==> config.mk <==
export PLATFORM = sky130hd
export DESIGN_NAME = tmr_slice
export DESIGN_NICKNAME = d
export VERILOG_FILES = /design/src/rtl/tmr_pkg.sv /design/src/rtl/tmr_cap_sync.sv /design/src/rtl/tmr_count_core.sv /design/src/rtl/tmr_tc_out.sv /design/src/rtl/tmr_slice.sv
export SDC_FILE = /design/constraint.sdc
export NUM_CORES = 1
export LEC_CHECK = 0
export BUFFER_PORTS_ARGS = -buffer_cell sky130_fd_sc_hd__buf_2
export CORE_UTILIZATION = 52
export CTS_CLUSTER_SIZE = 40
export DETAILED_ROUTE_END_ITERATION = 16
export PLACE_DENSITY = 0.83
export SLEW_MARGIN = 20
export SYNTH_ARGS = -nofsm -noshare
export SYNTH_HDL_FRONTEND = slang
export SYNTH_SLANG_ARGS = --single-unit
==> constraint.sdc <==
create_clock -name clk -period 2.9 [get_ports clk]
set_clock_uncertainty 0.15 [all_clocks]
set_input_delay 0.145 -clock clk [delete_from_list [all_inputs] [get_ports clk]]
set_output_delay 0.145 -clock clk [all_outputs]
set_load 0.02 [all_outputs]
==> src/rtl/tmr_pkg.sv <==
`timescale 1ns/1ps
package tmr_pkg;

    localparam int TMR_W    = 8;
    localparam int SYNC_LEN = 2;

    typedef enum logic [1:0] {
        ACT_HOLD,
        ACT_DEC,
        ACT_RELOAD,
        ACT_LOAD
    } cnt_act_e;

    typedef struct packed {
        logic zero;
        logic co;
        logic tco;
        logic term;
    } chain_t;

    function automatic cnt_act_e pick_act(input logic en, input logic ci,
                                          input logic tci, input logic zero,
                                          input logic per_we);
        if (!en)
            return per_we ? ACT_LOAD : ACT_HOLD;
        else if (!ci)
            return ACT_HOLD;
        else if (tci && zero)
            return ACT_RELOAD;
        return ACT_DEC;
    endfunction

    function automatic chain_t make_chain(input logic en, input logic ci,
                                          input logic tci, input logic zero);
        chain_t c;
        c.zero = zero;
        c.co   = en & ci & zero;
        c.tco  = en & tci & zero;
        c.term = en & ci & tci & zero;
        return c;
    endfunction

endpackage

==> src/rtl/tmr_cap_sync.sv <==
`timescale 1ns/1ps
module tmr_cap_sync #(
    parameter int STAGES = tmr_pkg::SYNC_LEN
) (
    input  logic clk,
    input  logic rst,
    input  logic clr,
    input  logic din,
    output logic rise
);
    localparam int LEN = STAGES + 1;

    logic [LEN-1:0] sh;

    generate
        for (genvar i = 0; i < LEN; i++) begin : g_stage
            if (i == 0) begin : g_first
                always_ff @(posedge clk) begin
                    if (rst || clr) sh[i] <= 1'b0;
                    else            sh[i] <= din;
                end
            end else begin : g_next
                always_ff @(posedge clk) begin
                    if (rst || clr) sh[i] <= 1'b0;
                    else            sh[i] <= sh[i-1];
                end
            end
        end
    endgenerate

    assign rise = sh[STAGES-1] & ~sh[STAGES];

endmodule

==> src/rtl/tmr_count_core.sv <==
`timescale 1ns/1ps
module tmr_count_core #(
    parameter int W = tmr_pkg::TMR_W
) (
    input  logic              clk,
    input  logic              rst,
    input  logic              en,
    input  logic              ci,
    input  logic              tci,
    input  logic              per_we,
    input  logic              cmp_we,
    input  logic [W-1:0]      wr_data,
    input  logic              cap_ld,
    output logic [W-1:0]      cnt_q,
    output logic [W-1:0]      per_q,
    output logic [W-1:0]      cmp_q,
    output tmr_pkg::chain_t   chain
);
    import tmr_pkg::*;

    localparam logic [W-1:0] ONE = W'(1);

    logic     zero;
    cnt_act_e act;

    assign zero  = (cnt_q == '0);
    assign act   = pick_act(en, ci, tci, zero, per_we);
    assign chain = make_chain(en, ci, tci, zero);

    always_ff @(posedge clk) begin
        if (rst) begin
            cnt_q <= '0;
        end else begin
            case (act)
                ACT_LOAD:   cnt_q <= wr_data;
                ACT_RELOAD: cnt_q <= per_q;
                ACT_DEC:    cnt_q <= cnt_q - ONE;
                default:    cnt_q <= cnt_q;
            endcase
        end
    end

    always_ff @(posedge clk) begin
        if (rst)         per_q <= '0;
        else if (per_we) per_q <= wr_data;
    end

    always_ff @(posedge clk) begin
        if (rst)         cmp_q <= '0;
        else if (cmp_we) cmp_q <= wr_data;
        else if (cap_ld) cmp_q <= cnt_q;
    end

endmodule

==> src/rtl/tmr_tc_out.sv <==
`timescale 1ns/1ps
module tmr_tc_out (
    input  logic clk,
    input  logic rst,
    input  logic en,
    input  logic half_tc,
    input  logic term,
    output logic tc,
    output logic irq
);
    logic tc_q;

    always_ff @(posedge clk) begin
        if (rst || !en) tc_q <= 1'b0;
        else            tc_q <= term;
    end

    assign irq = en & tc_q;
    assign tc  = en & tc_q & (half_tc ? ~clk : 1'b1);

endmodule

==> src/rtl/tmr_slice.sv <==
`timescale 1ns/1ps
module tmr_slice #(
    parameter int W = tmr_pkg::TMR_W
) (
    input  logic         clk,
    input  logic         rst,
    input  logic         en,
    input  logic         half_tc,
    input  logic         ci,
    input  logic         tci,
    input  logic         cap_in,
    input  logic         cnt_rd,
    input  logic         per_we,
    input  logic         cmp_we,
    input  logic [W-1:0] wr_data,
    output logic [W-1:0] cnt_q,
    output logic [W-1:0] cmp_q,
    output logic         tc,
    output logic         co,
    output logic         tco,
    output logic         irq
);
    import tmr_pkg::*;

    logic         cap_rise;
    logic         cap_ld;
    logic [W-1:0] per_q;
    chain_t       chain;

    tmr_cap_sync #(.STAGES(SYNC_LEN)) u_sync (
        .clk  (clk),
        .rst  (rst),
        .clr  (~en),
        .din  (cap_in),
        .rise (cap_rise)
    );

    assign cap_ld = en & (cap_rise | cnt_rd);

    tmr_count_core #(.W(W)) u_core (
        .clk     (clk),
        .rst     (rst),
        .en      (en),
        .ci      (ci),
        .tci     (tci),
        .per_we  (per_we),
        .cmp_we  (cmp_we),
        .wr_data (wr_data),
        .cap_ld  (cap_ld),
        .cnt_q   (cnt_q),
        .per_q   (per_q),
        .cmp_q   (cmp_q),
        .chain   (chain)
    );

    tmr_tc_out u_tc (
        .clk     (clk),
        .rst     (rst),
        .en      (en),
        .half_tc (half_tc),
        .term    (chain.term),
        .tc      (tc),
        .irq     (irq)
    );

    assign co  = chain.co;
    assign tco = chain.tco;

endmodule

==> out/metrics.yaml <==
die_h_um: 55.4
drc_errors: 1
violations: "design-rule violations"
hp-start: "rst"
final_cell_area_um2: 1890
ys_seq_area_share_pct: 37.8
drv_cap: 0
setup_viol: 0
run_status: "finished, violations left"
die_x_um: 55.4
hold_slack_ns: 0.00621
dr.pass1.iters: 10
grt-ovfl-total: 0
netlist_top_cells_area: "dfxtp_1 38%, mux2i_1 11%, a211oi_1 4.6%"
synth_fp_nets: 188
vias_per_cell: 6.01
cts_setup_buffers: 0
seqCellArea_um2: 561
multi_input_area_um2: 852
gp_congestion: 0.818
maxSlewHeadroom_pct: 66.6
fillCellCount: 193
synth.avg_cell_area_um2: 8.92
synth.distinct_cells: 38
synth_top_flop_cell: "dfxtp_1"
synth_edf_count: 0
crit_fanout: 11
hold_depth: 2
drt_iter0_drc: 64
die_area_um2: 3070
portBuffers: 37
pin_count: 38
tightest_slew_ns: 0.500
synth_cells: 166
yosys.area.top_type: "dfxtp_1"
reg2reg_depth: 8
min_path_type: "input port to flip-flop"
cellPowerDensity_nw_per_um2: 541
timing.final.crit_share_pct: 91.3
arrival_ns: 2.85
final_cell_mix: "37 x buf_2, 28 x dfxtp_1, 17 x dlygate4sd3_1, 16 x mux2i_1, 13 x nor3_1"
worst_slack_ns: 0.253
synth_seq_cells: 28
ir_worst_vdd_v: 0.000361
synthesis.area_um2: 1480
syn2layout_area_growth_pct: 27.4
synth.top_cell.area_share_pct: 37.8
cts_tree: "yes"
vias: 1460
grt_setup_unrepaired: "false"
power_mw: 1.02
fin_nets: 236
hold_viol: 0
wire_per_inst_um: 16.9
core_um2: 2590
grt_max_degree: 27
fin_tns_setup_ns: 0
grt_pass1_wl_um: 6740
place_area_um2: 1640
track_usage_pct: 27.8
r2r-end: "u_core.cnt_q[5]"
post-dp-hpwl_um: 2620
layout_min_cycle_time_ns: 2.65
mostFrequentLayoutCell: "buf_2"
drive_above_1_share_pct: 24.4
async_flop_share_pct: 0
hold_path_end: "u_core.per_q[5]"
fmax_mhz: 378
start_kind: "flip-flop"
antenna_found_initial: 0
clkLatencyLatePin_ns: 0.44
drv_slew: 0
critPathKind: "flip-flop to flip-flop"
yosysWarnings: 0
n_antenna_cell: 0
path_clk_slew_ns: 0.14
p_leak_nw: 0.842
cp.required_ns: 3.10
critical_path.endpoint_type: "flip-flop"
grt_pass1_vias: 1450
ant_nets: 0
initial_core_util_pct: 57.2
post-place-ws_ns: 0.121
rows: 18
rr_startpoint: "u_core.cnt_q[2]"
rrSetupSlack_ns: 0.25
totalWireLength_um: 4110
## how the worst max path moves through the flow
stage,slack [ns],to,cells after the start,from
6_report,0.25,u_core.cnt_q[5],8,u_core.cnt_q[2]
5_1_grt,0.09,u_core.cnt_q[5],8,u_core.cnt_q[2]
4_1_cts,0.007,u_core.cnt_q[4],8,u_core.cnt_q[2]
3_5_place_dp,0.12,u_core.cnt_q[4],8,u_core.cnt_q[2]
3_3_place_gp,0.23,u_core.cnt_q[2],8,u_core.cnt_q[3]
2_1_floorplan,0.35,u_core.cnt_q[0],10,u_core.cnt_q[3]
## power breakdown
part / total, mW / leakage [nW] / switching (mW) / internal [mW]
combinational: 0.305 / 0.568 / 0.172 / 0.132
sequential: 0.460 / 0.231 / 0.0432 / 0.416
clock: 0.256 / 0.0430 / 0.133 / 0.123
total: 1.02 / 0.842 / 0.348 / 0.672
## metal layers
layer	part of all wire (%)	vias to the layer above	global-route usage [%]
met5	0	-	0
met4	1.8	0	11.8
met3	7.6	10	6.32
met2	49	79	47.2
met1	42	673	33.4
li1	-	698	-
## flip-flops by register name, indices dropped and copies added, names as in the netlist
register      count
u_sync.sh         3
u_tc.tc_q         1
u_core.per_q      8
u_core.cmp_q      8
u_core.cnt_q      8
## critical path, cell delays in order, from the launching register on
cell      delay (ns)
dfxtp_1         0.46
nor4_4          0.38
nand4_1         0.22
a31oi_1         0.27
inv_1           0.07
ha_2            0.47
nand2b_1        0.26
a21oi_1         0.07
a211oi_1        0.22
## cells in the mapped netlist, types with 2 or more instances
cell	instances
o21ai_1	8
nand2b_1	3
ha_1	4
and2_1	4
a221oi_1	3
a221o_1	2
a21boi_1	4
or2_1	2
dfxtp_1	28
a211oi_1	9
a21oi_1	5
nand3_1	4
clkbuf_1	6
nand3b_1	6
buf_1	4
inv_1	5
o21ai_0	2
xor2_1	3
nor3b_1	2
nor2_1	12
nand2_1	3
mux2i_1	16
buf_2	3
nor3_1	13
a211oi_2	2
## layout make-up
class | count | area share, %
well taps | 30 | 1.99
clock buffers | 8 | 3.38
flip-flops and latches | 28 | 29.7
multi-input cells | 118 | 45.2
inverters | 6 | 1.19
repair buffers | 53 | 18.6
## stage by stage
stage | util [%] | std cells
detailed placement | 63.3 | 219
finish | 72.9 | 243
global placement | 63.3 | 219
floorplan | - | 166
global route | 72.9 | 243
CTS | 72.2 | 243
## cells by family (layout without fill, tap and decap cells)
logic type / after synthesis / count (layout) / share of synthesized area [%]
AO/OA/AOI/OAI: 39 / 39 / 18.8
buffers and inverters: 20 / 67 / 5.83
adder cells (fa/ha/maj): 4 / 4 / 3.38
XOR/XNOR: 3 / 3 / 1.77
multiplexers: 17 / 17 / 11.6
AND/OR/NAND/NOR: 55 / 55 / 20.9
flip-flops: 28 / 28 / 37.8
## timing repair
action                     CTS  global route
hold buffers                17             0
resized for setup            0             3
setup endpoints to repair    0             8
hold endpoints to repair    24             0
(Power assumes the default switching activity.)
